`src/rtl/microseq_pkg.sv`:
```
package microseq_pkg;
  localparam int COND_N = 16;
  localparam int SEL_W  = $clog2(COND_N);
  localparam int KIND_W = 3;

  typedef enum logic [KIND_W-1:0] {
    TK_STEP = 3'd0,
    TK_HOLD = 3'd1,
    TK_JUMP = 3'd2,
    TK_CALL = 3'd3,
    TK_RET  = 3'd4,
    TK_FORK = 3'd5,
    TK_ALT6 = 3'd6,
    TK_ALT7 = 3'd7
  } tgt_kind_e;
endpackage

```
`src/rtl/microseq_cond_sel.sv`:
```
module microseq_cond_sel
  import microseq_pkg::*;
(
  input  logic [COND_N-1:0] cond_in,
  input  logic [SEL_W-1:0]  sel,
  output logic              bit_o
);
  // Lowest index is forced high, highest index is forced low.
  localparam logic [COND_N-1:0] KEEP_MASK  = {1'b0, {(COND_N-2){1'b1}}, 1'b0};
  localparam logic [COND_N-1:0] FORCE_HIGH = {{(COND_N-1){1'b0}}, 1'b1};

  logic [COND_N-1:0] eff;

  always_comb begin
    eff   = (cond_in & KEEP_MASK) | FORCE_HIGH;
    bit_o = eff[sel];
  end
endmodule

```
`src/rtl/microseq_map_rom.sv`:
```
module microseq_map_rom #(
  parameter int IR_W        = 7,
  parameter int UA_W        = 6,
  parameter int MAP_SPLIT   = 32,
  parameter int MAP_DEFAULT = 40
) (
  input  logic [IR_W-1:0] ir,
  output logic [UA_W-1:0] addr_o
);
  localparam int ENTRIES = 1 << IR_W;

  logic [UA_W-1:0] table_q [ENTRIES];

  // Control codes dispatch to their own routine, everything else to one handler.
  for (genvar i = 0; i < ENTRIES; i++) begin : g_entry
    if (i < MAP_SPLIT) begin : g_direct
      assign table_q[i] = UA_W'(i);
    end else begin : g_shared
      assign table_q[i] = UA_W'(MAP_DEFAULT);
    end
  end

  assign addr_o = table_q[ir];
endmodule

```
`src/rtl/microseq_ret_stack.sv`:
```
module microseq_ret_stack #(
  parameter int UA_W  = 6,
  parameter int DEPTH = 4
) (
  input  logic            clk,
  input  logic            rst,
  input  logic            push,
  input  logic            pop,
  input  logic [UA_W-1:0] push_data,
  output logic [UA_W-1:0] top_o,
  output logic            empty_o
);
  localparam int CNT_W = $clog2(DEPTH + 1);
  localparam logic [CNT_W-1:0] FULL = CNT_W'(DEPTH);

  logic [UA_W-1:0]  ent_q [DEPTH];
  logic [CNT_W-1:0] cnt_q;

  always_ff @(posedge clk) begin
    if (rst) begin
      cnt_q <= '0;
      for (int i = 0; i < DEPTH; i++) ent_q[i] <= '0;
    end else if (push) begin
      // Shift down; the entry falling off the bottom is the oldest.
      ent_q[0] <= push_data;
      for (int i = 1; i < DEPTH; i++) ent_q[i] <= ent_q[i-1];
      if (cnt_q != FULL) cnt_q <= cnt_q + 1'b1;
    end else if (pop) begin
      for (int i = 0; i < DEPTH - 1; i++) ent_q[i] <= ent_q[i+1];
      ent_q[DEPTH-1] <= '0;
      if (cnt_q != '0) cnt_q <= cnt_q - 1'b1;
    end
  end

  assign top_o   = ent_q[0];
  assign empty_o = (cnt_q == '0);
endmodule

```
`src/rtl/microseq.sv`:
```
module microseq
  import microseq_pkg::*;
#(
  parameter int UA_W        = 6,
  parameter int IR_W        = 7,
  parameter int STACK_DEPTH = 4,
  parameter int MAP_SPLIT   = 32,
  parameter int MAP_DEFAULT = 40
) (
  input  logic              clk,
  input  logic              rst,
  input  logic [15:0]       cond_in,
  input  logic [IR_W-1:0]   ir_in,
  input  logic [3:0]        cond_sel,
  input  logic [2:0]        then_kind,
  input  logic [UA_W-1:0]   then_addr,
  input  logic [2:0]        else_kind,
  input  logic [UA_W-1:0]   else_addr,
  output logic [UA_W-1:0]   upc_o,
  output logic [UA_W-1:0]   next_o
);
  logic            cond_bit;
  tgt_kind_e       kind;
  logic [UA_W-1:0] tgt_addr;
  logic [UA_W-1:0] map_addr;
  logic [UA_W-1:0] stk_top;
  logic            stk_empty;
  logic            do_push, do_pop;
  logic [UA_W-1:0] upc_q, nxt;

  microseq_cond_sel u_cond (
    .cond_in (cond_in),
    .sel     (cond_sel),
    .bit_o   (cond_bit)
  );

  microseq_map_rom #(
    .IR_W(IR_W), .UA_W(UA_W), .MAP_SPLIT(MAP_SPLIT), .MAP_DEFAULT(MAP_DEFAULT)
  ) u_map (
    .ir     (ir_in),
    .addr_o (map_addr)
  );

  microseq_ret_stack #(.UA_W(UA_W), .DEPTH(STACK_DEPTH)) u_stack (
    .clk       (clk),
    .rst       (rst),
    .push      (do_push),
    .pop       (do_pop),
    .push_data (upc_q),
    .top_o     (stk_top),
    .empty_o   (stk_empty)
  );

  always_comb begin
    kind     = tgt_kind_e'(cond_bit ? then_kind : else_kind);
    tgt_addr = cond_bit ? then_addr : else_addr;
    do_push  = 1'b0;
    do_pop   = 1'b0;
    case (kind)
      TK_HOLD: nxt = upc_q;
      TK_JUMP, TK_CALL: begin
        nxt     = tgt_addr;
        do_push = 1'b1;
      end
      TK_RET: begin
        nxt    = stk_empty ? '0 : stk_top + 1'b1;
        do_pop = 1'b1;
      end
      TK_FORK: nxt = map_addr;
      default: nxt = upc_q + 1'b1;
    endcase
  end

  always_ff @(posedge clk) begin
    if (rst) upc_q <= '0;
    else     upc_q <= nxt;
  end

  assign upc_o  = upc_q;
  assign next_o = nxt;
endmodule

```
`config.mk`:
```
export PLATFORM = sky130hd
export DESIGN_NAME = microseq
export DESIGN_NICKNAME = d
export VERILOG_FILES = /design/src/rtl/microseq_pkg.sv /design/src/rtl/microseq_cond_sel.sv /design/src/rtl/microseq_map_rom.sv /design/src/rtl/microseq_ret_stack.sv /design/src/rtl/microseq.sv
export SDC_FILE = /design/constraint.sdc
export NUM_CORES = 1
export LEC_CHECK = 0
export ABC_CLOCK_PERIOD_IN_PS = 2400
export CAP_MARGIN = 20
export CORE_MARGIN = 1
export CORE_UTILIZATION = 57
export CTS_CLUSTER_DIAMETER = 30
export DETAILED_ROUTE_END_ITERATION = 10
export DONT_BUFFER_PORTS = 1
export PLACE_DENSITY = 0.75
export SETUP_SLACK_MARGIN = 0.5
export SLEW_MARGIN = 20
export SYNTH_ARGS = -nofsm -noshare
export SYNTH_HDL_FRONTEND = slang
export SYNTH_SLANG_ARGS = --single-unit
```
`constraint.sdc`:
```
create_clock -name clk -period 2.4 [get_ports clk]
set_input_delay 0.12 -clock clk [delete_from_list [all_inputs] [get_ports clk]]
set_output_delay 0.12 -clock clk [all_outputs]
set_load 0.05 [all_outputs]
```
==> report_table.html, run 1 <==
<table>
<tr><th>Metric</th><th>Value</th></tr>
<tr><th colspan="2">Detailed routing</th></tr>
<tr><td>Average wire per cell in the routed design</td><td>19.0 um</td></tr>
<tr><td>Number of search-and-repair iterations in the first detailed-routing pass</td><td>6</td></tr>
<tr><td>Post-route ant nets</td><td>0</td></tr>
<tr><td>DRT iter0 DRCs</td><td>177</td></tr>
<tr><td>Via count</td><td>2,195</td></tr>
<tr><td>Vias per std cell</td><td>approximately 6.6</td></tr>
<tr><td>DRC errors left</td><td>0</td></tr>
<tr><td>Detailed Route WL</td><td>between 6000 and 7000 um</td></tr>
<tr><th colspan="2">Floorplanning</th></tr>
<tr><td>Number of top-level design ports</td><td>59</td></tr>
<tr><td>Row count</td><td>22</td></tr>
<tr><td>Die extent in x</td><td>65.0 um</td></tr>
<tr><td>Core Footprint</td><td>3740 um^2</td></tr>
<tr><td>Starting Density</td><td>0.604</td></tr>
<tr><td>Height of the chip</td><td>65.0 um</td></tr>
<tr><td>Die footprint</td><td>4220 um^2</td></tr>
<tr><th colspan="2">Min path</th></tr>
<tr><td>Capture endpoint of the worst hold path</td><td>u_stack.ent_q[0][1]$_DFFE_PP_</td></tr>
<tr><td>HP Start</td><td>rst</td></tr>
<tr><td>Class of the most critical hold timing path</td><td>input pin to flop</td></tr>
<tr><td>Number of stages on the worst hold path</td><td>1</td></tr>
<tr><th colspan="2">STA</th></tr>
<tr><td>F_max</td><td>between 400 and 500 MHz</td></tr>
<tr><td>Final setup fails</td><td>0</td></tr>
<tr><td>Number of max-slew violations in the final report</td><td>0</td></tr>
<tr><td>Slew of the pin with the lowest slew margin</td><td>0.412 ns</td></tr>
<tr><td>Hold Violations, Final</td><td>0</td></tr>
<tr><td>Final min period</td><td>2.29 ns</td></tr>
<tr><td>Unrepaired setup endpoints after global routing</td><td>true</td></tr>
<tr><td>Part of the cycle the worst path needs</td><td>0.954</td></tr>
<tr><td>Rel. slew slack</td><td>0.725</td></tr>
<tr><td>Worst clock skew</td><td>0.00920 ns</td></tr>
<tr><th colspan="2">Placed design</th></tr>
<tr><td>Total half-perimeter wirelength after legalization and detailed placement</td><td>3870 um</td></tr>
<tr><td>Final estimated routing congestion in global placement</td><td>0.839</td></tr>
<tr><td>Number of input and output port buffers inserted</td><td>0</td></tr>
<tr><td>Cell total after placement</td><td>306</td></tr>
<tr><th colspan="2">Clock network</th></tr>
<tr><td>Number of buffers added by the clock tree synthesis step</td><td>5</td></tr>
<tr><td>H-Tree Level Count</td><td>2</td></tr>
<tr><td>Sink count of the clock tree</td><td>33</td></tr>
<tr><td>Clock tree from TritonCTS</td><td>built</td></tr>
<tr><td>Clk slew on worst S/H paths</td><td>roughly 0.07 ns</td></tr>
<tr><td>Clk_lat worst skew</td><td>0.29 ns</td></tr>
<tr><td>CTS max path bufs</td><td>2</td></tr>
<tr><td>Root cell of the clock tree</td><td>sky130_fd_sc_hd__clkbuf_8</td></tr>
<tr><th colspan="2">Yosys</th></tr>
<tr><td>Cells after synthesis</td><td>roughly 250</td></tr>
<tr><td>Post-synthesis async set-or-reset flop share</td><td>0</td></tr>
<tr><td>Count of flip-flops with a built-in enable after synthesis</td><td>18</td></tr>
<tr><td>Synthesized Nets</td><td>between 200 and 300</td></tr>
<tr><td>Warning count from the yosys run</td><td>0</td></tr>
<tr><td>Most used standard cell by instance count after synthesis</td><td>sky130_fd_sc_hd__nor2_1</td></tr>
<tr><td>Flip-flop cell with the highest count after synthesis</td><td>sky130_fd_sc_hd__edfxtp_1</td></tr>
<tr><td>Post-synth cell types</td><td>46</td></tr>
<tr><td>Post-synth top cells</td><td>sky130_fd_sc_hd__nor2_1, sky130_fd_sc_hd__a22oi_1, sky130_fd_sc_hd__mux2i_1</td></tr>
<tr><td>Mapped Area</td><td>2260 um^2</td></tr>
<tr><td>Top area cells in the synthesized netlist</td><td>sky130_fd_sc_hd__edfxtp_1, sky130_fd_sc_hd__dfxtp_1, sky130_fd_sc_hd__mux2i_1</td></tr>
<tr><td>Flip-flop and latch count after synthesis</td><td>33</td></tr>
<tr><td>Portion of synthesized cell area occupied by the leading cell type</td><td>0.239</td></tr>
<tr><td>Cell taking the most area after synthesis</td><td>sky130_fd_sc_hd__edfxtp_1</td></tr>
<tr><td>Average size of a mapped cell</td><td>~9 um^2</td></tr>
<tr><td>Sequential cell area fraction in the yosys report</td><td>0.372</td></tr>
<tr><th colspan="2">Cells and area</th></tr>
<tr><td>Layout cells sized above 1</td><td>0.350</td></tr>
<tr><td>Final layout net count</td><td>~340</td></tr>
<tr><td>FILL cells</td><td>226</td></tr>
<tr><td>Final design utilization</td><td>0.815</td></tr>
<tr><td>Antenna cells</td><td>0</td></tr>
<tr><td>Layout area overhead</td><td>34.9%</td></tr>
<tr><td>Non-filler instance count after layout</td><td>334</td></tr>
<tr><th colspan="2">Pwr</th></tr>
<tr><td>Sw frac</td><td>0.359</td></tr>
<tr><td>Combinational share of power</td><td>0.426</td></tr>
<tr><td>Static Leak</td><td>0.00121 uW</td></tr>
<tr><td>Sw power</td><td>703 uW</td></tr>
<tr><td>Clk pwr share</td><td>0.203</td></tr>
<tr><td>Sequential Power Share</td><td>0.371</td></tr>
<tr><td>Design internal power</td><td>1250 uW</td></tr>
<tr><td>Worst vdd rail ir drop</td><td>roughly 0.00045 V</td></tr>
<tr><td>Power density over the cells</td><td>641 nW/um^2</td></tr>
<tr><th colspan="2">Critical path</th></tr>
<tr><td>Sort of element at the end of the critical path</td><td>output port</td></tr>
<tr><td>Slack of the worst reg-to-reg path</td><td>0.58 ns</td></tr>
<tr><td>FF-to-FF path depth</td><td>9</td></tr>
<tr><td>Reg-to-reg startpoint</td><td>u_stack.cnt_q[1]$_SDFFE_PP0P_</td></tr>
<tr><td>Reg-to-Reg End</td><td>upc_o[0]$_SDFF_PP0_</td></tr>
<tr><td>Critical path data arrival time</td><td>between 2 and 2.5 ns</td></tr>
<tr><td>Critical Path Fanout Max</td><td>8</td></tr>
<tr><td>Required time of the worst setup path</td><td>2.28 ns</td></tr>
<tr><td>Startpoint type of the worst setup path</td><td>input pin</td></tr>
<tr><td>Critical path class</td><td>input pin to output port</td></tr>
<tr><th colspan="2">Global routing</th></tr>
<tr><td>Via count of the first global-routing pass</td><td>approximately 2,000</td></tr>
<tr><td>Global-route track usage on met3</td><td>0.0722</td></tr>
<tr><td>Antenna violations before repair</td><td>0</td></tr>
<tr><td>GR met2 Demand/Resource</td><td>0.474</td></tr>
<tr><td>Global-route congestion overflow total</td><td>0</td></tr>
<tr><td>Total GRT Usage</td><td>0.299</td></tr>
<tr><td>Global routing's busiest layer</td><td>met2</td></tr>
<tr><td>Grt met1 use</td><td>0.393</td></tr>
<tr><td>Wire length of the first global-routing pass</td><td>~9500 um</td></tr>
<tr><td>Maximum number of pins on one net before global-route repair</td><td>24</td></tr>
<tr><th colspan="2">Flow run</th></tr>
<tr><td>Maximum capacitance violations</td><td>0</td></tr>
<tr><th colspan="2">Status</th></tr>
<tr><td>Result of the run</td><td>finished, final reports clean</td></tr>
</table>
-- critical path, cell delays in order --
cell and delay (ns):
sky130_fd_sc_hd__nand2b_4 0.11, sky130_fd_sc_hd__mux4_2 0.51, sky130_fd_sc_hd__mux2i_2 0.19, sky130_fd_sc_hd__buf_6 0.16, sky130_fd_sc_hd__mux2_4 0.33, sky130_fd_sc_hd__a222oi_1 0.34
sky130_fd_sc_hd__buf_4 0.18, sky130_fd_sc_hd__a22oi_2 0.05, sky130_fd_sc_hd__buf_6 0.16
-- power by group through the flow --
stage	Combinational [uW]	Sequential, uW	Clock [uW]
floorplan	424	770	0
global placement	651	726	0
detailed placement	660	728	0
CTS	751	718	391
global route	877	730	416
finish	834	726	397
-- state kept, by name, summed over array words and instances (netlist names) --
register	cells
upc_o	6
u_stack.ent_q	24
u_stack.cnt_q	3
-- cells in the final DEF, fill, tap and decap left out, types with 3 or more instances in the layout --
master,Yosys,routed
sky130_fd_sc_hd__xor2_1,3,3
sky130_fd_sc_hd__dfxtp_1,15,15
sky130_fd_sc_hd__nand3_2,0,6
sky130_fd_sc_hd__clkbuf_8,0,5
sky130_fd_sc_hd__buf_6,3,11
sky130_fd_sc_hd__a31oi_1,4,4
sky130_fd_sc_hd__nor2b_1,4,3
sky130_fd_sc_hd__xnor2_1,6,6
sky130_fd_sc_hd__a22oi_2,0,14
sky130_fd_sc_hd__or3_4,0,3
sky130_fd_sc_hd__a21oi_1,11,8
sky130_fd_sc_hd__nand3_1,14,8
sky130_fd_sc_hd__inv_1,5,5
sky130_fd_sc_hd__mux2i_1,21,18
sky130_fd_sc_hd__a211o_1,3,3
sky130_fd_sc_hd__nor2_1,39,39
sky130_fd_sc_hd__buf_4,1,27
sky130_fd_sc_hd__edfxtp_1,18,18
sky130_fd_sc_hd__and3_1,5,5
sky130_fd_sc_hd__buf_12,0,7
sky130_fd_sc_hd__a22oi_1,22,8
sky130_fd_sc_hd__a222oi_1,3,3
sky130_fd_sc_hd__nand2_1,12,12
-- repair_timing --
action	CTS	global route
cloned	1	0
pin swaps	8	9
endpoints found under the hold margin	9	0
endpoints found under the setup margin	38	49
gates resized for setup	19	23
hold buffers	1	0
setup buffers	11	8
-- routing by layer --
metal | vias to the layer above | wire length (um) | part of all wire
li1 | 1006 | - | -
met1 | 1055 | 2570 | 0.40
met5 | - | 0 | 0
met4 | 0 | 91 | 0.014
met2 | 124 | 3100 | 0.49
met3 | 10 | 584 | 0.092
-- area by class of cell --
cell class,count,area [um^2],area share
clock buffers,6,72.6,0.0238
clock inverters,1,5.00,0.00164
inverters,6,27.5,0.00902
multi-input cells,191,1510,0.493
flip-flops and latches,33,841,0.276
well taps,48,60.1,0.0197
repair buffers,49,539,0.177
-- metrics by stage --
step	area, um^2	total power [uW]	hold slack, ns	setup WS, ns	setup TNS, ns
2_1_floorplan	2370	1190	0.316	-0.0182	-0.241
3_3_place_gp	2590	1380	0.196	0.0536	0
3_5_place_dp	2590	1390	0.197	0.0364	0
4_1_cts	2880	1860	0.0166	0.154	0
5_1_grt	3050	2020	0.00950	0.0637	0
6_report	3050	1960	0.0147	0.109	0
-- how the worst max path moves through the flow --
stage                     start                       endpoint  slack, ns  depth (start not counted)
floorplan           cond_sel[1]  u_stack.cnt_q[1]$_SDFFE_PP0P_      -0.02                         10
global placement    cond_sel[1]                      next_o[0]       0.05                          8
detailed placement  cond_sel[1]                      next_o[1]       0.04                         10
CTS                 cond_sel[1]                      next_o[1]       0.15                          9
global route        cond_sel[1]                      next_o[0]       0.06                          9
finish              cond_sel[1]                      next_o[0]       0.11                          9
-- cells by family (layout without fill, tap and decap cells) --
group | Yosys count | in the layout | synth area share
flops | 33 | 33 | 0.372
mux | 26 | 26 | 0.128
fa+ha+maj | 3 | 3 | 0.0199
buf+inv | 25 | 62 | 0.0570
simple gates | 92 | 92 | 0.193
xor+xnor | 9 | 9 | 0.0349
compound gates | 61 | 61 | 0.195
Note: power is estimated with default switching activity, not from simulation.
==> run 2, diff against run 1 <==
--- a/config.mk
+++ b/config.mk
@@ -13,5 +13,5 @@
 export DETAILED_ROUTE_END_ITERATION = 10
 export DONT_BUFFER_PORTS = 1
-export PLACE_DENSITY = 0.75
+export PLACE_DENSITY = 0.79
 export SETUP_SLACK_MARGIN = 0.5
 export SLEW_MARGIN = 20
==> constraint.sdc (replaced) <==
create_clock -name clk -period 2.4 [get_ports clk]
set_input_delay 0.12 -clock clk [delete_from_list [all_inputs] [get_ports clk]]
set_output_delay 0.12 -clock clk [all_outputs]
set_load 0.005 [all_outputs]
==> run 2 against run 1 <==
Combinational power shrank 32%. Cell area is 6.6% lower. Largest cell class unchanged. Global-route usage is 1.4 points higher. Critical path type unchanged. Critical endpoint unchanged. Wire length rose by 0.71%. Power fell by 12%. Utilization down 5.4 points. Sequential power up 3%. First-iteration DRC count unchanged. Via count is 2.6% lower.
==> report_table.html, run 2 (synthesized netlist as in run 1, its figures left out) <==
<table>
<tr><th>Metric</th><th>Value</th></tr>
<tr><th colspan="2">Pwr</th></tr>
<tr><td>Worst vdd rail ir drop</td><td>0.000468 V</td></tr>
<tr><td>Power density over the cells</td><td>602 nW/um^2</td></tr>
<tr><td>Static Leak</td><td>0.00110 uW</td></tr>
<tr><td>Total power</td><td>1710 uW</td></tr>
<tr><th colspan="2">Clock network</th></tr>
<tr><td>Root cell of the clock tree</td><td>sky130_fd_sc_hd__clkbuf_8</td></tr>
<tr><td>CTS max path bufs</td><td>2</td></tr>
<tr><td>Clk_lat worst skew</td><td>0.28 ns</td></tr>
<tr><td>H-Tree Level Count</td><td>2</td></tr>
<tr><td>Sink count of the clock tree</td><td>33</td></tr>
<tr><td>Clk slew on worst S/H paths</td><td>0.07 ns</td></tr>
<tr><td>Clock tree from TritonCTS</td><td>built</td></tr>
<tr><td>Number of buffers added by the clock tree synthesis step</td><td>5</td></tr>
<tr><th colspan="2">Cells and area</th></tr>
<tr><td>Non-filler instance count after layout</td><td>320</td></tr>
<tr><td>Most common cell after layout, fill and taps aside</td><td>sky130_fd_sc_hd__nor2_1</td></tr>
<tr><td>Finished Cell Area</td><td>2850 um^2</td></tr>
<tr><td>Antenna cells</td><td>0</td></tr>
<tr><td>Most used cells in the layout excluding fill and tap cells</td><td>sky130_fd_sc_hd__nor2_1, sky130_fd_sc_hd__buf_4, sky130_fd_sc_hd__mux2i_1, sky130_fd_sc_hd__edfxtp_1</td></tr>
<tr><td>FILL cells</td><td>256</td></tr>
<tr><td>Final layout net count</td><td>321</td></tr>
<tr><td>Layout area overhead</td><td>26.0%</td></tr>
<tr><td>Max reg flops</td><td>24</td></tr>
<tr><td>Biggest register</td><td>u_stack.ent_q</td></tr>
<tr><td>Layout cells sized above 1</td><td>0.279</td></tr>
<tr><td>Final design utilization</td><td>0.761</td></tr>
<tr><th colspan="2">STA</th></tr>
<tr><td>Slew of the pin with the lowest slew margin</td><td>0.525 ns</td></tr>
<tr><td>Hold Violations, Final</td><td>0</td></tr>
<tr><td>Worst clock skew</td><td>~0.0032 ns</td></tr>
<tr><td>Unrepaired setup endpoints after global routing</td><td>true</td></tr>
<tr><td>Final setup fails</td><td>0</td></tr>
<tr><td>Rel. slew slack</td><td>0.649</td></tr>
<tr><td>Tightest hold margin</td><td>between 0.015 and 0.02 ns</td></tr>
<tr><td>F_max</td><td>about 440 MHz</td></tr>
<tr><td>Part of the cycle the worst path needs</td><td>0.950</td></tr>
<tr><td>Final min period</td><td>2.28 ns</td></tr>
<tr><td>Number of max-slew violations in the final report</td><td>0</td></tr>
<tr><th colspan="2">Floorplanning</th></tr>
<tr><td>Die footprint</td><td>4220 um^2</td></tr>
<tr><td>Row count</td><td>22</td></tr>
<tr><td>Die extent in x</td><td>65.0 um</td></tr>
<tr><td>Height of the chip</td><td>about 65 um</td></tr>
<tr><td>Number of top-level design ports</td><td>59</td></tr>
<tr><td>Core Footprint</td><td>3740 um^2</td></tr>
<tr><td>Starting Density</td><td>0.604</td></tr>
<tr><th colspan="2">Placed design</th></tr>
<tr><td>Final estimated routing congestion in global placement</td><td>0.827</td></tr>
<tr><td>Number of input and output port buffers inserted</td><td>0</td></tr>
<tr><td>Total half-perimeter wirelength after legalization and detailed placement</td><td>approximately 3700 um</td></tr>
<tr><td>Post-Place Cell Area</td><td>about 2400 um^2</td></tr>
<tr><td>Cell total after placement</td><td>290</td></tr>
<tr><th colspan="2">Global routing</th></tr>
<tr><td>Antenna violations before repair</td><td>0</td></tr>
<tr><td>Via count of the first global-routing pass</td><td>2,030</td></tr>
<tr><td>Total GRT Usage</td><td>0.313</td></tr>
<tr><td>Wire length of the first global-routing pass</td><td>9860 um</td></tr>
<tr><td>Maximum number of pins on one net before global-route repair</td><td>24</td></tr>
<tr><td>Global-route congestion overflow total</td><td>0</td></tr>
<tr><th colspan="2">Min path</th></tr>
<tr><td>Class of the most critical hold timing path</td><td>input pin to flop</td></tr>
<tr><th colspan="2">Critical path</th></tr>
<tr><td>Required time of the worst setup path</td><td>approximately 2.3 ns</td></tr>
<tr><td>Critical path data arrival time</td><td>2.16 ns</td></tr>
<tr><td>Critical path class</td><td>input pin to output port</td></tr>
<tr><td>Sort of element at the end of the critical path</td><td>output port</td></tr>
<tr><td>Critical Path Fanout Max</td><td>8</td></tr>
<tr><td>Startpoint type of the worst setup path</td><td>input pin</td></tr>
<tr><th colspan="2">Detailed routing</th></tr>
<tr><td>Detailed Route WL</td><td>approximately 6400 um</td></tr>
<tr><td>DRT iter0 DRCs</td><td>177</td></tr>
<tr><td>DRC errors left</td><td>0</td></tr>
<tr><td>Average wire per cell in the routed design</td><td>between 15 and 20 um</td></tr>
<tr><td>Post-route ant nets</td><td>0</td></tr>
<tr><td>Via count</td><td>2,137</td></tr>
<tr><td>Vias per std cell</td><td>6.68</td></tr>
<tr><td>Number of search-and-repair iterations in the first detailed-routing pass</td><td>5</td></tr>
<tr><th colspan="2">Status</th></tr>
<tr><td>Result of the run</td><td>finished, final reports clean</td></tr>
<tr><th colspan="2">Flow run</th></tr>
<tr><td>Maximum capacitance violations</td><td>0</td></tr>
</table>
==> run 2: cell count changes in the layout (fill, tap and decap cells not counted), sizes merged <==
cell,delta
clkbuf,+2
buf,-16
==> run 2: path summary, 6_finish.rpt <==
| path | startpoint | to | slack [ns] | depth (start not counted) |
|---|---|---|---|---|
| worst max-delay path | cond_sel[1] | next_o[0] | 0.12 | 7 |
| worst min-delay path | rst | u_stack.ent_q[2][3]$_DFFE_PP_ | 0.02 | 1 |
| worst max register to register | u_stack.cnt_q[0]$_SDFFE_PP0P_ | upc_o[0]$_SDFF_PP0_ | 0.66 | 7 |
| worst min register to register | u_stack.cnt_q[2]$_SDFFE_PP0P_ | u_stack.cnt_q[2]$_SDFFE_PP0P_ | 0.52 | 2 |
==> run 2: metal layers <==
metal,track usage,vias to the layer above,part of all wire,wire (um)
met1,0.398,1019,0.38,2440
li1,-,976,-,-
met3,0.0599,18,0.085,540
met2,0.508,124,0.50,3210
met4,0.153,0,0.031,198
met5,0,-,0,0
==> run 2: cell type report <==
| class | instances | area, um^2 | area share |
|---|---|---|---|
| Tap cell | 48 | 60.1 | 0.0211 |
| Timing Repair Buffer | 34 | 372 | 0.130 |
| Clock inverter | 1 | 3.75 | 0.00132 |
| Clock buffer | 7 | 76.3 | 0.0268 |
| Sequential cell | 33 | 841 | 0.295 |
| Multi-Input combinational cell | 191 | 1470 | 0.515 |
| Inverter | 6 | 27.5 | 0.00967 |
==> run 2: timing repair <==
action,in CTS,in global routing
gates cloned,2,1
hold buffers,1,0
setup endpoints to repair,36,48
buffers inserted,15,3
hold endpoints to repair,9,0
resized for setup,24,10
pin swaps,11,4
==> run 2: through the flow <==
| step | worst slack, ns | setup TNS [ns] |
|---|---|---|
| after floorplan | -0.0182 | -0.226 |
| after global placement | 0.0868 | 0 |
| after detailed placement | 0.0674 | 0 |
| after CTS | 0.313 | 0 |
| after global routing | 0.00701 | 0 |
| final | 0.120 | 0 |
==> run 2: power by group <==
part           switching [uW]  internal [uW]
Clock                     200            202
Sequential               81.1            664
Combinational             267            300
Total                     548           1170
==> run 2: worst max-delay path, cell delays in order <==
cell                       delay (ns)
sky130_fd_sc_hd__nand2b_4        0.12
sky130_fd_sc_hd__mux4_2          0.49
sky130_fd_sc_hd__buf_6           0.15
sky130_fd_sc_hd__mux2i_4         0.20
sky130_fd_sc_hd__mux2_4          0.36
sky130_fd_sc_hd__a222oi_1        0.49
sky130_fd_sc_hd__a22oi_1         0.23
==> run 3, diff against run 2 <==
ABC_AREA = 1   (was default)
==> run 3 against run 2 <==
Cell count increased by 18%. Wire length down 25%. Sequential share of layout area is 4.7 points higher. Via count shrank 4.5%. Critical path depth increased by 2. Utilization down 11 points. Fmax grew 27%. Power down 4.3%. Synthesized area rose by 3.3%. Die area is 3.2% higher. Critical path type is now flop to output port. Largest cell class unchanged. Highest routed layer unchanged.
==> report_table.html, run 3 <==
<table>
<tr><th>Metric</th><th>Value</th></tr>
<tr><th colspan="2">Min path</th></tr>
<tr><td>Number of stages on the worst hold path</td><td>3</td></tr>
<tr><td>Class of the most critical hold timing path</td><td>input pin to flop</td></tr>
<tr><th colspan="2">Critical path</th></tr>
<tr><td>Startpoint type of the worst setup path</td><td>flop</td></tr>
<tr><td>CP bufs+invs</td><td>0</td></tr>
<tr><td>Largest stage delay on the critical path</td><td>about 0.43 ns</td></tr>
<tr><td>Critical Path Fanout Max</td><td>4</td></tr>
<tr><td>Critical-path cell list</td><td>ha_1 -&gt; nand2_1 -&gt; o21ai_1 -&gt; nand2_1 -&gt; a31oi_1 -&gt; nand3_1 -&gt; nand2_1 -&gt; nor2_1 -&gt; nand2_1</td></tr>
<tr><td>Sort of element at the end of the critical path</td><td>output port</td></tr>
<tr><td>Required time of the worst setup path</td><td>between 2 and 2.5 ns</td></tr>
<tr><td>Top cell by count, worst path</td><td>sky130_fd_sc_hd__nand2_1</td></tr>
<tr><td>Critical path data arrival time</td><td>1.68 ns</td></tr>
<tr><td>Critical path class</td><td>flop to output port</td></tr>
<tr><td>FF-to-FF path depth</td><td>9</td></tr>
<tr><td>Cell family contributing the most delay on the critical path</td><td>simple AND/OR/NAND/NOR gates</td></tr>
<tr><td>Crit-path slowest cell</td><td>sky130_fd_sc_hd__edfxtp_1</td></tr>
<tr><td>Stages on worst setup path</td><td>9</td></tr>
<tr><th colspan="2">Detailed routing</th></tr>
<tr><td>Average wire per cell in the routed design</td><td>12.8 um</td></tr>
<tr><td>DRT iter0 DRCs</td><td>158</td></tr>
<tr><td>Number of search-and-repair iterations in the first detailed-routing pass</td><td>4</td></tr>
<tr><td>Detailed Route WL</td><td>about 4800 um</td></tr>
<tr><td>Routed met2 length</td><td>2280 um</td></tr>
<tr><td>Highest signal layer in the routed design</td><td>met4</td></tr>
<tr><td>Vias per std cell</td><td>around 5.4</td></tr>
<tr><td>Sum of met3 wire segment lengths after detailed routing</td><td>365 um</td></tr>
<tr><td>Post-route ant nets</td><td>0</td></tr>
<tr><td>Via count</td><td>2,040</td></tr>
<tr><td>DRC errors left</td><td>0</td></tr>
<tr><td>Post-route met1 wirelength</td><td>roughly 2100 um</td></tr>
<tr><th colspan="2">Floorplanning</th></tr>
<tr><td>Core Footprint</td><td>3800 um^2</td></tr>
<tr><td>Height of the chip</td><td>66.0 um</td></tr>
<tr><td>Die extent in x</td><td>66.0 um</td></tr>
<tr><td>Die footprint</td><td>around 4400 um^2</td></tr>
<tr><td>Number of top-level design ports</td><td>59</td></tr>
<tr><td>Starting Density</td><td>0.615</td></tr>
<tr><td>Row count</td><td>22</td></tr>
<tr><th colspan="2">Global routing</th></tr>
<tr><td>Total GRT Usage</td><td>0.241</td></tr>
<tr><td>Antenna violations before repair</td><td>0</td></tr>
<tr><td>Via count of the first global-routing pass</td><td>1,797</td></tr>
<tr><td>Wire length of the first global-routing pass</td><td>8030 um</td></tr>
<tr><td>Global-route congestion overflow total</td><td>0</td></tr>
<tr><td>Maximum number of pins on one net before global-route repair</td><td>16</td></tr>
<tr><th colspan="2">Placed design</th></tr>
<tr><td>Cell total after placement</td><td>365</td></tr>
<tr><td>Total half-perimeter wirelength after legalization and detailed placement</td><td>~3600 um</td></tr>
<tr><td>Number of input and output port buffers inserted</td><td>0</td></tr>
<tr><td>Final estimated routing congestion in global placement</td><td>approximately 0.88</td></tr>
<tr><th colspan="2">Yosys</th></tr>
<tr><td>Flip-flop cell with the highest count after synthesis</td><td>sky130_fd_sc_hd__edfxtp_1</td></tr>
<tr><td>Sequential cell area fraction in the yosys report</td><td>0.360</td></tr>
<tr><td>Post-synthesis async set-or-reset flop share</td><td>0</td></tr>
<tr><td>Cells after synthesis</td><td>325</td></tr>
<tr><td>Portion of synthesized cell area occupied by the leading cell type</td><td>0.231</td></tr>
<tr><td>Post-synth top cells</td><td>sky130_fd_sc_hd__nand2_1, sky130_fd_sc_hd__inv_1, sky130_fd_sc_hd__nand3_1</td></tr>
<tr><td>Flip-flop and latch count after synthesis</td><td>33</td></tr>
<tr><td>Post-synth cell types</td><td>33</td></tr>
<tr><td>Mapped Area</td><td>2340 um^2</td></tr>
<tr><td>Warning count from the yosys run</td><td>0</td></tr>
<tr><td>Synthesized Nets</td><td>375</td></tr>
<tr><td>Top area cells in the synthesized netlist</td><td>sky130_fd_sc_hd__edfxtp_1, sky130_fd_sc_hd__nand2_1, sky130_fd_sc_hd__dfxtp_1</td></tr>
<tr><td>Most used standard cell by instance count after synthesis</td><td>sky130_fd_sc_hd__nand2_1</td></tr>
<tr><td>Cell taking the most area after synthesis</td><td>sky130_fd_sc_hd__edfxtp_1</td></tr>
<tr><td>Count of flip-flops with a built-in enable after synthesis</td><td>18</td></tr>
<tr><td>Average size of a mapped cell</td><td>roughly 7 um^2</td></tr>
<tr><th colspan="2">Pwr</th></tr>
<tr><td>Combinational share of power</td><td>0.279</td></tr>
<tr><td>Design internal power</td><td>1080 uW</td></tr>
<tr><td>Clk pwr share</td><td>0.280</td></tr>
<tr><td>Static Leak</td><td>~0.0012 uW</td></tr>
<tr><td>Sequential Power Share</td><td>0.441</td></tr>
<tr><td>Power density over the cells</td><td>667 nW/um^2</td></tr>
<tr><td>Sw frac</td><td>0.343</td></tr>
<tr><td>Worst vdd rail ir drop</td><td>0.000325 V</td></tr>
<tr><td>Sw power</td><td>563 uW</td></tr>
<tr><th colspan="2">Cells and area</th></tr>
<tr><td>Most common cell after layout, fill and taps aside</td><td>sky130_fd_sc_hd__nand2_1</td></tr>
<tr><td>Layout area overhead</td><td>5.20%</td></tr>
<tr><td>Biggest register</td><td>u_stack.ent_q</td></tr>
<tr><td>Antenna cells</td><td>0</td></tr>
<tr><td>Max reg flops</td><td>24</td></tr>
<tr><td>Non-filler instance count after layout</td><td>roughly 380</td></tr>
<tr><td>Final layout net count</td><td>377</td></tr>
<tr><td>Most used cells in the layout excluding fill and tap cells</td><td>sky130_fd_sc_hd__nand2_1, sky130_fd_sc_hd__inv_1, sky130_fd_sc_hd__nand3_1</td></tr>
<tr><td>Layout cells sized above 1</td><td>0.131</td></tr>
<tr><th colspan="2">Clock network</th></tr>
<tr><td>Clk slew on worst S/H paths</td><td>0.07 ns</td></tr>
<tr><td>H-Tree Level Count</td><td>2</td></tr>
<tr><td>Clock tree from TritonCTS</td><td>built</td></tr>
<tr><td>CTS max path bufs</td><td>2</td></tr>
<tr><td>Sink count of the clock tree</td><td>33</td></tr>
<tr><td>Root cell of the clock tree</td><td>sky130_fd_sc_hd__clkbuf_8</td></tr>
<tr><td>Clk_lat worst skew</td><td>0.28 ns</td></tr>
<tr><td>Number of buffers added by the clock tree synthesis step</td><td>5</td></tr>
<tr><th colspan="2">STA</th></tr>
<tr><td>Setup TNS</td><td>0 ns</td></tr>
<tr><td>Unrepaired setup endpoints after global routing</td><td>true</td></tr>
<tr><td>Hold Violations, Final</td><td>0</td></tr>
<tr><td>Slew of the pin with the lowest slew margin</td><td>0.312 ns</td></tr>
<tr><td>Number of max-slew violations in the final report</td><td>0</td></tr>
<tr><td>Final setup fails</td><td>0</td></tr>
<tr><td>F_max</td><td>557 MHz</td></tr>
<tr><td>Final min period</td><td>1.80 ns</td></tr>
<tr><td>Part of the cycle the worst path needs</td><td>0.748</td></tr>
<tr><td>Worst clock skew</td><td>0.00794 ns</td></tr>
<tr><td>Rel. slew slack</td><td>0.792</td></tr>
<tr><th colspan="2">Status</th></tr>
<tr><td>Result of the run</td><td>finished, final reports clean</td></tr>
<tr><th colspan="2">Flow run</th></tr>
<tr><td>Maximum capacitance violations</td><td>0</td></tr>
</table>
## run 3: cell types whose count changed after synthesis, moves of 16 or more
| cell | previous run | this run |
|---|---|---|
| sky130_fd_sc_hd__a22oi_1 | 22 | 0 |
| sky130_fd_sc_hd__nor2_1 | 39 | 23 |
| sky130_fd_sc_hd__inv_1 | 5 | 35 |
| sky130_fd_sc_hd__nand2_1 | 12 | 112 |
| sky130_fd_sc_hd__nand3_1 | 14 | 34 |
| sky130_fd_sc_hd__mux2i_1 | 21 | 0 |
## run 3: metal layers
layer | vias up | track usage
li1 | 1052 | -
met1 | 906 | 0.317
met2 | 78 | 0.395
met3 | 4 | 0.0707
met4 | 0 | 0.0426
met5 | - | 0
## run 3: repair_timing
item,CTS,global route
resized for setup,0,3
endpoints found under the setup margin,0,24
hold buffers,1,0
setup buffers,0,2
hold endpoints to repair,6,0
## run 3: through the flow
stage	power (uW)	area [um^2]	utilization	hold WS [ns]	setup slack, ns
after global routing	1740	2460	0.647	0.0464	0.465
after CTS	1630	2430	0.641	0.0389	0.563
after detailed placement	1180	2320	0.612	0.195	0.327
after global placement	1160	2320	0.612	0.192	0.362
after floorplan	1100	2340	-	0.422	0.569
final	1640	2460	0.647	0.0430	0.604
## run 3: area by class of cell
| class | instances | area (um^2) |
|---|---|---|
| well taps | 48 | 60.1 |
| multi-input cells | 242 | 1260 |
| flip-flops and latches | 33 | 841 |
| clock buffers | 7 | 96.3 |
| repair buffers | 5 | 40.0 |
| inverters | 40 | 158 |
| fillers | 348 | 1340 |
| clock inverters | 1 | 5.00 |
## run 3: worst reg2reg max path, stage by stage (launching register included)
cell and delay, ns:
sky130_fd_sc_hd__edfxtp_1 0.43, sky130_fd_sc_hd__ha_1 0.20, sky130_fd_sc_hd__nand2_1 0.08, sky130_fd_sc_hd__o21ai_1 0.14
sky130_fd_sc_hd__nand2_1 0.07, sky130_fd_sc_hd__a31oi_1 0.18, sky130_fd_sc_hd__nand3_1 0.10, sky130_fd_sc_hd__nand2_1 0.08
sky130_fd_sc_hd__nor2_1 0.05, sky130_fd_sc_hd__a21oi_1 0.10
## run 3: path summary, 6_finish.rpt
check	startpoint	to	slack, ns
worst min register to register	u_stack.ent_q[3][4]$_SDFFE_PP0P_	u_stack.ent_q[3][4]$_SDFFE_PP0P_	0.47
worst max-delay path	u_stack.ent_q[0][0]$_DFFE_PP_	next_o[4]	0.60
worst min-delay path	rst	u_stack.ent_q[3][0]$_SDFFE_PP0P_	0.04
worst max register to register	u_stack.ent_q[0][0]$_DFFE_PP_	upc_o[4]$_SDFF_PP0_	0.91
## run 3: power groups by stage
stage | combinational [uW] | clock [uW] | sequential (uW)
finish | 457 | 459 | 724
global route | 518 | 492 | 731
CTS | 445 | 462 | 722
detailed placement | 441 | 0 | 735
global placement | 430 | 0 | 732
floorplan | 385 | 0 | 717
## run 3: logic make-up (layout without fill, tap and decap cells)
| group | count (synthesis) | after routing | synth area share |
|---|---|---|---|
| xor gates and xnor gates | 4 | 4 | 0.0150 |
| and+or+nand+nor | 199 | 199 | 0.413 |
| buffers and inverters | 50 | 53 | 0.105 |
| adders and majority gates | 3 | 3 | 0.0193 |
| AOI/OAI and AO/OA | 36 | 36 | 0.0873 |
| DFF | 33 | 33 | 0.360 |
